## src/rtl/kpad_pkg.sv

```systemverilog
package kpad_pkg;
  typedef enum logic [2:0] {
    ST_IDLE,
    ST_PDB,
    ST_SCAN,
    ST_WREL,
    ST_RDB
  } kp_state_t;
endpackage

```

## src/rtl/kpad_sync.sv

```systemverilog
module kpad_sync #(
  parameter int W      = 6,
  parameter int STAGES = 2
) (
  input  logic         clk,
  input  logic         rst_n,
  input  logic [W-1:0] d_i,
  output logic [W-1:0] q_o
);
  logic [W-1:0] stg [STAGES];

  genvar g;
  generate
    for (g = 0; g < STAGES; g++) begin : g_stage
      always_ff @(posedge clk or negedge rst_n) begin
        if (!rst_n) stg[g] <= '1;
        else if (g == 0) stg[g] <= d_i;
        else stg[g] <= stg[(g == 0) ? 0 : g-1];
      end
    end
  endgenerate

  assign q_o = stg[STAGES-1];
endmodule

```

## src/rtl/kpad_timer.sv

```systemverilog
module kpad_timer #(
  parameter int W = 11
) (
  input  logic         clk,
  input  logic         rst_n,
  input  logic         tick_i,
  input  logic         load_i,
  input  logic [W-1:0] load_val_i,
  output logic         done_o
);
  logic [W-1:0] cnt;

  always_ff @(posedge clk or negedge rst_n) begin
    if (!rst_n) cnt <= '0;
    else if (load_i) cnt <= load_val_i;
    else if (tick_i && cnt != '0) cnt <= cnt - 1'b1;
  end

  assign done_o = (cnt == '0);


  tmr_arm_chk: assert property (@(posedge clk) disable iff (!rst_n)
    (load_i && load_val_i != '0) |=> !done_o);
endmodule

```

## src/rtl/kpad_order.sv

```systemverilog
module kpad_order #(
  parameter int COLS = 5,
  parameter int CW   = 3,
  parameter int ACW  = 3
) (
  input  logic [COLS*CW-1:0] order_i,
  input  logic [ACW-1:0]     act_cols_i,
  input  logic [CW-1:0]      slot_i,
  output logic [CW-1:0]      col_idx_o,
  output logic               valid_o
);
  logic [CW-1:0] slot_tab [COLS];

  genvar g;
  generate
    for (g = 0; g < COLS; g++) begin : g_slot
      assign slot_tab[g] = order_i[g*CW +: CW];
    end
  endgenerate

  always_comb begin
    col_idx_o = '0;
    for (int s = 0; s < COLS; s++)
      if (slot_i == CW'(s)) col_idx_o = slot_tab[s];
  end

  assign valid_o = (32'(col_idx_o) < COLS) && (32'(col_idx_o) < 32'(act_cols_i));
endmodule

```

## src/rtl/kpad_scan_top.sv

```systemverilog
module kpad_scan_top
  import kpad_pkg::*;
#(
  parameter int COLS    = 5,
  parameter int ROWS    = 6,
  parameter int DB_W    = 8,
  parameter int SC_W    = 2,
  parameter int DB_STEP = 4,
  parameter int SETTLE  = 3,
  localparam int CW     = (COLS > 1) ? $clog2(COLS) : 1,
  localparam int RW     = (ROWS > 1) ? $clog2(ROWS) : 1,
  localparam int ACW    = $clog2(COLS + 1),
  localparam int ARW    = $clog2(ROWS + 1),
  localparam int ORD_W  = COLS * CW
) (
  input  logic             clk,
  input  logic             rst_n,
  input  logic             tick_i,
  input  logic             scan_en_i,
  input  logic [DB_W-1:0]  dbnc_sel_i,
  input  logic [SC_W-1:0]  gap_sel_i,
  input  logic [ACW-1:0]   act_cols_i,
  input  logic [ARW-1:0]   act_rows_i,
  input  logic [ORD_W-1:0] col_order_i,
  input  logic [COLS-1:0]  man_col_i,
  input  logic [ROWS-1:0]  row_i,
  output logic [COLS-1:0]  col_o,
  output logic [ROWS-1:0]  row_sync_o,
  output logic [CW-1:0]    key_col_o,
  output logic [RW-1:0]    key_row_o,
  output logic             key_irq_o
);
  localparam int TMR_W = $clog2((2**DB_W) * DB_STEP + 1);
  localparam int STW   = $clog2(SETTLE + 1);

  kp_state_t      state, st_n;
  logic [CW-1:0]  slot, slot_n;
  logic [RW-1:0]  row_ix, row_n;
  logic [1:0]     hits, hits_n;
  logic [CW-1:0]  hit_col, hcol_n;
  logic [RW-1:0]  hit_row, hrow_n;
  logic [STW-1:0] settle, settle_n;
  logic [CW-1:0]  kcol_n;
  logic [RW-1:0]  krow_n;
  logic           irq_n;
  logic           adv;

  logic [ROWS-1:0]  row_s, row_mask, low_vec;
  logic             any_low;
  logic [CW-1:0]    col_idx;
  logic             slot_ok;
  logic             tmr_ld, tmr_done;
  logic [TMR_W-1:0] tmr_val, db_ticks, gap_ticks;
  logic             settled;

  kpad_sync #(.W(ROWS), .STAGES(2)) u_sync (
    .clk(clk), .rst_n(rst_n), .d_i(row_i), .q_o(row_s)
  );

  kpad_timer #(.W(TMR_W)) u_tmr (
    .clk(clk), .rst_n(rst_n), .tick_i(tick_i),
    .load_i(tmr_ld), .load_val_i(tmr_val), .done_o(tmr_done)
  );

  kpad_order #(.COLS(COLS), .CW(CW), .ACW(ACW)) u_ord (
    .order_i(col_order_i), .act_cols_i(act_cols_i), .slot_i(slot),
    .col_idx_o(col_idx), .valid_o(slot_ok)
  );

  assign db_ticks  = TMR_W'((32'(dbnc_sel_i) + 32'd1) * 32'(DB_STEP));
  assign gap_ticks = TMR_W'(32'(gap_sel_i) + 32'd1);
  assign settled   = (32'(settle) >= SETTLE);

  always_comb begin
    for (int r = 0; r < ROWS; r++) row_mask[r] = (32'(act_rows_i) > r);
  end
  assign low_vec    = ~row_s & row_mask;
  assign any_low    = |low_vec;
  assign row_sync_o = row_s;

  always_comb begin
    st_n     = state;
    slot_n   = slot;
    row_n    = row_ix;
    hits_n   = hits;
    hcol_n   = hit_col;
    hrow_n   = hit_row;
    settle_n = settled ? settle : settle + 1'b1;
    kcol_n   = key_col_o;
    krow_n   = key_row_o;
    irq_n    = 1'b0;
    tmr_ld   = 1'b0;
    tmr_val  = db_ticks;
    adv      = 1'b0;
    if (!scan_en_i) begin
      st_n = ST_IDLE;
    end else begin
      case (state)
        ST_IDLE: begin
          if (any_low) begin
            tmr_ld = 1'b1;
            st_n   = ST_PDB;
          end
        end
        ST_PDB: begin
          if (tmr_done) begin
            if (any_low) begin
              st_n     = ST_SCAN;
              slot_n   = '0;
              row_n    = '0;
              hits_n   = '0;
              settle_n = '0;
              tmr_ld   = 1'b1;
              tmr_val  = gap_ticks;
            end else begin
              st_n = ST_IDLE;
            end
          end
        end
        ST_SCAN: begin
          if (!slot_ok) begin
            adv = 1'b1;
          end else if (tmr_done && settled) begin
            if (!row_s[row_ix]) begin
              if (hits == 2'd0) begin
                hcol_n = col_idx;
                hrow_n = row_ix;
              end
              hits_n = (hits == 2'd0) ? 2'd1 : 2'd2;
            end
            if (32'(row_ix) + 1 >= 32'(act_rows_i)) begin
              adv = 1'b1;
            end else begin
              row_n   = row_ix + 1'b1;
              tmr_ld  = 1'b1;
              tmr_val = gap_ticks;
            end
          end
        end
        ST_WREL: begin
          if (!any_low) begin
            tmr_ld = 1'b1;
            st_n   = ST_RDB;
          end
        end
        ST_RDB: begin
          if (any_low) st_n = ST_WREL;
          else if (tmr_done) st_n = ST_IDLE;
        end
        default: st_n = ST_IDLE;
      endcase
      if (adv) begin
        if (32'(slot) >= COLS - 1) begin
          st_n = ST_WREL;
          if (hits_n == 2'd1) begin
            irq_n  = 1'b1;
            kcol_n = hcol_n;
            krow_n = hrow_n;
          end
        end else begin
          slot_n   = slot + 1'b1;
          row_n    = '0;
          settle_n = '0;
          tmr_ld   = 1'b1;
          tmr_val  = gap_ticks;
        end
      end
    end
  end

  always_ff @(posedge clk or negedge rst_n) begin
    if (!rst_n) begin
      state     <= ST_IDLE;
      slot      <= '0;
      row_ix    <= '0;
      hits      <= '0;
      hit_col   <= '0;
      hit_row   <= '0;
      settle    <= '0;
      key_col_o <= '0;
      key_row_o <= '0;
      key_irq_o <= 1'b0;
    end else begin
      state     <= st_n;
      slot      <= slot_n;
      row_ix    <= row_n;
      hits      <= hits_n;
      hit_col   <= hcol_n;
      hit_row   <= hrow_n;
      settle    <= settle_n;
      key_col_o <= kcol_n;
      key_row_o <= krow_n;
      key_irq_o <= irq_n;
    end
  end

  always_comb begin
    if (!scan_en_i) col_o = man_col_i;
    else if (state == ST_SCAN) col_o = slot_ok ? ~(COLS'(1) << col_idx) : '1;
    else col_o = '0;
  end


  irq_pulse_chk: assert property (@(posedge clk) disable iff (!rst_n)
    key_irq_o |=> !key_irq_o);


  result_hold_chk: assert property (@(posedge clk) disable iff (!rst_n)
    !($stable(key_col_o) && $stable(key_row_o)) |-> key_irq_o);


  scan_onehot_chk: assert property (@(posedge clk) disable iff (!rst_n)
    (scan_en_i && state == ST_SCAN) |-> $countones(~col_o) <= 1);


  bypass_idle_chk: assert property (@(posedge clk) disable iff (!rst_n)
    !scan_en_i |=> (state == ST_IDLE && !key_irq_o));
endmodule

```

## config.mk

```make
export PLATFORM = sky130hd
export DESIGN_NAME = kpad_scan_top
export DESIGN_NICKNAME = d
export VERILOG_FILES = /design/src/rtl/kpad_pkg.sv /design/src/rtl/kpad_sync.sv /design/src/rtl/kpad_timer.sv /design/src/rtl/kpad_order.sv /design/src/rtl/kpad_scan_top.sv
export SDC_FILE = /design/constraint.sdc
export NUM_CORES = 1
export LEC_CHECK = 0
export ABC_AREA = 1
export BUFFER_PORTS_ARGS = -buffer_cell sky130_fd_sc_hd__clkbuf_2
export CORE_AREA = 2 2 86 88
export CTS_BUF_LIST = sky130_fd_sc_hd__clkbuf_4
export CTS_CLUSTER_DIAMETER = 100
export CTS_CLUSTER_SIZE = 28
export DETAILED_ROUTE_END_ITERATION = 16
export DIE_AREA = 0 0 88 90
export PLACE_DENSITY = 0.72
export SLEW_MARGIN = 0
export SYNTH_ARGS = -nofsm -noshare
export SYNTH_HDL_FRONTEND = slang
export SYNTH_SLANG_ARGS = --single-unit
```

## constraint.sdc

```tcl
create_clock -name clk -period 6.95 [get_ports clk]
set_input_delay 0.3475 -clock clk [delete_from_list [all_inputs] [get_ports clk]]
set_output_delay 0.3475 -clock clk [all_outputs]
set_load 0.02 [all_outputs]
```

# Word level (Yosys, flattened, before mapping)
# Index checks and enable logic that the tools add are counted.
# op_classes
n_addsub	7
magnitude_cmp	12
n_eq_ne	9
shifts	1
n_mux	88
bitwise	3
reduce_logical	11
# op_table
op	count
$mux 11	10
$mux 3	35
$mux 2	15
$pmux 11 s2	1
$mux 1	19
$mux 5	3
$pmux 3 s5	1
$eq 3x2->1 const B	4
$logic_not 11->1	1
$reduce_bool 11->1	1
$sub 11x1->11 const B	1
$add 8x1->9 const B	1
$add 3x1->3 const B	2
$and 6x6->6	1
$eq 3x1->1 const B	2
$eq 3x3->1 const B	2
$gt 3x1->1 const B	2
$gt 3x2->1 const B	2
$gt 3x3->1 const B	2
$logic_not 3->1	2
$not 6->6	1
$pmux 3 s2	1
$reduce_or 6->1	1
$not 5->5	1
other kinds (18)	20
# word_totals
regBits	49
inputBits	46
out_inout_bits	18

# Longest topological paths before layout
# depth
word_depth	16
mapped_depth	23

# Cells and area by module
# Synthesis repeated with hierarchy kept, for this count alone.
# unflattened
cells_unflattened	494
hier_area_um2	3504.6
# modules_own_cells
module	n_inst	cells_each	area_each_um2	seq_area_each_um2
kpad_scan_top	1	285	1961.9	650.6
kpad_timer	1	129	849.6	275.3
kpad_sync	1	18	360.3	315.3
kpad_order	1	62	332.8	0.0

# Least setup slack after synthesis
# Ideal clock, no wire load.
# synth_path
kind	reg2out
startpoint	register slot[0]
endpoint	output port col_o[1]
arrival_ns	2.354
path_slack_ns	4.248
stages_incl_launch_ff	17
path_buffers	0
cell_sequence	dfrtp_1 -> inv_1 -> ha_1 -> inv_1 -> nor2_2 -> inv_1 -> o21ai_1 -> inv_1 -> nand2_1 -> a21oi_4 -> ha_1 -> nand2_1 -> inv_1 -> nand2_1 -> nand3_1 -> nor3_1 -> o21ai_0
# synth_via
elab_chain_cells	11
elab_cells_between_ends	18
# synth_lines
item	line_no	source
start, declared	kpad_scan_top.sv:37	logic [CW-1:0] slot, slot_n;
start signal, assigned	kpad_scan_top.sv:185	slot <= slot_n;
$logic_not 3->1	kpad_order.sv:24	if (slot_i == CW'(s)) col_idx_o = slot_tab[s];
$mux 3 (4 in series)	kpad_order.sv:24	
$mux 3 *	kpad_order.sv:24	
$lt 3x3->1 or $shl 1x3->5 (tied branches)	kpad_order.sv:27, kpad_scan_top.sv:199	
$logic_and 1x1->1 or $not 5->5 (tied branches)	kpad_order.sv:27, kpad_scan_top.sv:199	
$mux 5 * (2 in series)	kpad_scan_top.sv:199	else if (state == ST_SCAN) col_o = slot_ok ? ~(COLS'(1) << col_idx) : '1;
$mux 5 *	kpad_scan_top.sv:198	if (!scan_en_i) col_o = man_col_i;
end, declared	kpad_scan_top.sv:27	output logic [COLS-1:0] col_o,
# Every way passes the cells marked *; elsewhere a longest branch is shown, timed or not.

# Worst setup path after layout
# layout_path
startpoint	register slot[2]
endpoint	output port col_o[0]
# Same word-level chain as after synthesis.

==> metrics.log <==
INFO  metric run_status = finished clean
INFO  metric postSynthNetCount = between 500 and 600
INFO  metric worst_pin_slew = around 640 ps
INFO  metric die-width = slightly below 90 um
INFO  metric seqCellArea = 1240 um2
INFO  metric power_frac_seq = 43.6%
INFO  metric slew_viol_final = 0
INFO  metric n_antenna_cell = 0
INFO  metric share_of_total_power_in_combinational_logic = between 30% and 40%
INFO  metric tritoncts = done
INFO  metric grt_first_pass_wirelength = between 10000 and 15000 um
INFO  metric synth.top_cells.by_area = sky130_fd_sc_hd__dfrtp_1 (27%), sky130_fd_sc_hd__nand2_1 (13%), sky130_fd_sc_hd__dfstp_2 (9.2%), sky130_fd_sc_hd__inv_1 (6.4%), sky130_fd_sc_hd__nand3_1 (5.4%)
INFO  metric layout.cells.non_filler = a little over 600
INFO  metric final.period_utilization = between 50% and 60%
INFO  metric timing.critical_path.from_type = flop
INFO  metric crit-reg2reg-launch = slot[2]
INFO  metric drt_iter0_markers = 223
INFO  metric power_frac_clock = approximately 18%
INFO  metric p_sw = about 340 uW
INFO  metric finalHoldViolCount = 0
INFO  metric synth-edff-count = 0
INFO  metric vias_per_cell = between 5 and 6
INFO  metric hold_class = input pin to asynchronous set/reset pin
INFO  metric cts_buffer_depth = 2
INFO  metric cp.arrival = between 3000 and 4000 ps
INFO  metric dp.cells = 609
INFO  metric synth_area_leader_cell = sky130_fd_sc_hd__dfrtp_1
INFO  metric share_of_total_power_consumed_by_net_switching = slightly above 40%
INFO  metric yosysUniqueCellTypes = 43
INFO  metric final_period_minus_worst_setup_slack = between 3000 and 4000 ps
INFO  metric insertion_delay = just under 400 ps
INFO  metric synth_compound_area_share = ~11%
INFO  metric dpl.hpwl = ~5900 um
INFO  metric power_density = approximately 210 nW/um2
INFO  metric final.setup_skew = ~17 ps
INFO  metric syn_area_per_cell = around 7.5 um2
INFO  metric cp_data_required_time = around 6600 ps
INFO  metric grt_setup_unrepaired = false
INFO  metric postRouteWirelength = slightly below 8000 um
INFO  metric yosysSeqAreaShare = ~36%
INFO  metric via_count_of_the_first_global_routing_pass = approximately 3100
INFO  metric design.final.nets = 583
INFO  metric top_level_ports = 64
INFO  metric synth_simple_gate_area_share = roughly 34%
INFO  metric postSynthCellCount = 457
INFO  metric total_power_consumption = 838 uW
INFO  metric cts_buffers = 5
INFO  metric pre_antenna_drt_iters = 4
INFO  metric cts_repair_resize_count = 0
INFO  metric synth_common_cells = sky130_fd_sc_hd__nand2_1 (117), sky130_fd_sc_hd__inv_1 (59), sky130_fd_sc_hd__dfrtp_1 (37), sky130_fd_sc_hd__nand3_1 (37)
INFO  metric antenna_found_initial = 0
INFO  metric internal_power = ~500 uW
INFO  metric netlist.area_leader.share = 26.9%
INFO  metric vdd_drop_max = ~130 uV
INFO  metric fraction_of_synthesis_flops_using_an_asynchronous_set_or_reset_pin = between 90% and 100%
INFO  metric clock.fmax = about 280 MHz
INFO  metric portBuffers = 63
INFO  metric critPathMaxFanout = 7
INFO  metric yosys_warnings = 0
INFO  metric drive_gt1_share = 23.5%
INFO  metric detail_route.wl_per_cell = 12.3 um
INFO  metric design.core.area = between 7000 and 8000 um2
INFO  metric initial_standard_cell_utilization_of_the_core = between 40% and 50%
INFO  metric grt_use_total = around a fifth
INFO  metric synthAdderAreaFrac = between 5 and 6%
INFO  metric htreeDepth = 2
INFO  metric max_slew_margin = 57.4%
INFO  metric syn_area = around 3400 um2
INFO  metric dominant_combinational_cell_family_by_area_after_synthesis = simple AND/OR/NAND/NOR gates
INFO  metric multi_input_comb_area = roughly 1900 um2
INFO  metric detail-route-antenna-nets = 0
INFO  metric post_cts_clock_slew_at_the_launch_and_capture_registers_of_the_worst_setup_and_hold_paths = approximately 170 ps
INFO  metric post_synth_xor_area_fraction = between 4 and 5%
INFO  metric die_span_in_y = approximately 90 um
INFO  metric reg2reg_slack = between 3000 and 4000 ps
INFO  metric drc = 0
INFO  metric postSynthRegisterBits = 49
INFO  metric grt_max_degree = 50
INFO  metric dr_total_vias = approximately 3200
INFO  metric gr-total-overflow = 0
INFO  metric cts.root.buffer_cell = sky130_fd_sc_hd__clkbuf_4
INFO  metric ys.flop_type = sky130_fd_sc_hd__dfrtp_1
INFO  metric placement_rows = 31
INFO  metric critical_path_source = slot[2]
INFO  metric synthToLayoutAreaGrowth = 14.5%
INFO  metric setup_violations = 0
INFO  metric maxCapViolations = 0
INFO  metric clkSinkCount = 49
INFO  metric synth.area.mux_share = 0%
INFO  metric static-leakage-power = 0.00209 uW
INFO  metric endpoint_kind = primary output
INFO  metric fillerInstances = 679
INFO  metric design.die.area = between 7000 and 8000 um2
INFO  metric synthMostInstantiatedCell = sky130_fd_sc_hd__nand2_1
INFO  metric timing.setup.tns = 0 ps
INFO  metric timing_worst_setup_path_type = flop to primary output
INFO  metric cts_setup_buffers = 0
INFO  metric gp_congestion = 0.859
## flip-flops by register name, indices dropped and copies added (netlist names), 3 cells and up
signal,count
u_tmr.cnt,11
u_sync.q_o,6
u_sync.stg,6
hit_col,3
hit_row,3
key_col_o,3
key_row_o,3
row_ix,3
slot,3
state,3
## placed cells by master, fill, tap and decap left out, types with 9 or more instances in the layout
master	instances
sky130_fd_sc_hd__inv_1	59
sky130_fd_sc_hd__dfrtp_1	37
sky130_fd_sc_hd__nor3_1	10
sky130_fd_sc_hd__a21oi_1	9
sky130_fd_sc_hd__dfstp_2	12
sky130_fd_sc_hd__nor2_1	31
sky130_fd_sc_hd__nand2_1	117
sky130_fd_sc_hd__xor2_1	13
sky130_fd_sc_hd__clkbuf_2	63
sky130_fd_sc_hd__nand3_1	37
sky130_fd_sc_hd__nand2_2	9
sky130_fd_sc_hd__o21ai_0	31
sky130_fd_sc_hd__ha_1	14
## timing repair
item                       4_1_cts  5_1_grt
setup endpoints to repair        0        0
hold buffers                     4        2
hold endpoints to repair         4        2
## power groups by stage
stage               Clock [uW]  Combinational (uW)  Sequential (uW)
global route               167                 369              371
detailed placement           0                 320              369
floorplan                    0                 251              359
CTS                        153                 323              364
finish                     150                 323              365
global placement             0                 312              369
## cell type report
| cell class | instances | share of cell area (%) |
|---|---|---|
| tap | 99 | 3.15 |
| clock inverter | 3 | 0.732 |
| inverter | 64 | 6.27 |
| timing repair buffer | 71 | 9.93 |
| sequential | 49 | 31.6 |
| clock buffer | 5 | 0.955 |
| multi-input combinational | 332 | 47.4 |
## critical path, stage by stage, from the launching register on
cell and delay [ps]:
sky130_fd_sc_hd__dfrtp_1 490, sky130_fd_sc_hd__inv_1 160, sky130_fd_sc_hd__ha_1 260, sky130_fd_sc_hd__inv_1 110, sky130_fd_sc_hd__o21ai_1 70, sky130_fd_sc_hd__inv_1 50, sky130_fd_sc_hd__nand2_1 70, sky130_fd_sc_hd__a21oi_4 220
sky130_fd_sc_hd__ha_1 280, sky130_fd_sc_hd__a21oi_1 180, sky130_fd_sc_hd__nand3_1 250, sky130_fd_sc_hd__o311ai_0 380, sky130_fd_sc_hd__nand2_1 90, sky130_fd_sc_hd__clkbuf_2 170
## metrics by stage
| stage | utilization, % | hold WS (ps) | area [um2] | setup slack, ps |
|---|---|---|---|---|
| finish | 56.0 | 14.3 | 3930 | 3430 |
| global route | 56.0 | 72.3 | 3930 | 3090 |
| CTS | 55.7 | 0.595 | 3910 | 3430 |
| detailed placement | 54.2 | 347 | 3810 | 3700 |
| global placement | 54.2 | 346 | 3810 | 3790 |
| floorplan | - | 51.9 | 3440 | 4250 |
## per-layer routing
metal	global-route usage, %	wire, um	vias up
li1	-	-	1611
met2	33.8	3700	93
met1	27.2	3470	1472
met5	0	0	-
met3	3.67	441	9
met4	6.41	80	0
## worst paths after layout
path | end | cells after the start
hold / removal | slot[0] | 2
setup reg to reg | u_tmr.cnt[6] | 18
setup / recovery | col_o[0] | 13
hold reg to reg | u_sync.q_o[1] | 0
max in group asynchronous | hit_row[2] | 2
min in group clk | u_tmr.cnt[0] | 3
## cells by family (layout without fill, tap and decap cells)
| kind of cell | count (synthesis) | in the layout |
|---|---|---|
| buffers and inverters | 76 | 143 |
| DFF | 49 | 49 |
| and+or+nand+nor | 239 | 239 |
| adders and majority gates | 14 | 14 |
| xor gates and xnor gates | 16 | 16 |
| AOI/OAI and AO/OA | 63 | 63 |
Power figures use the tool's default switching activity.
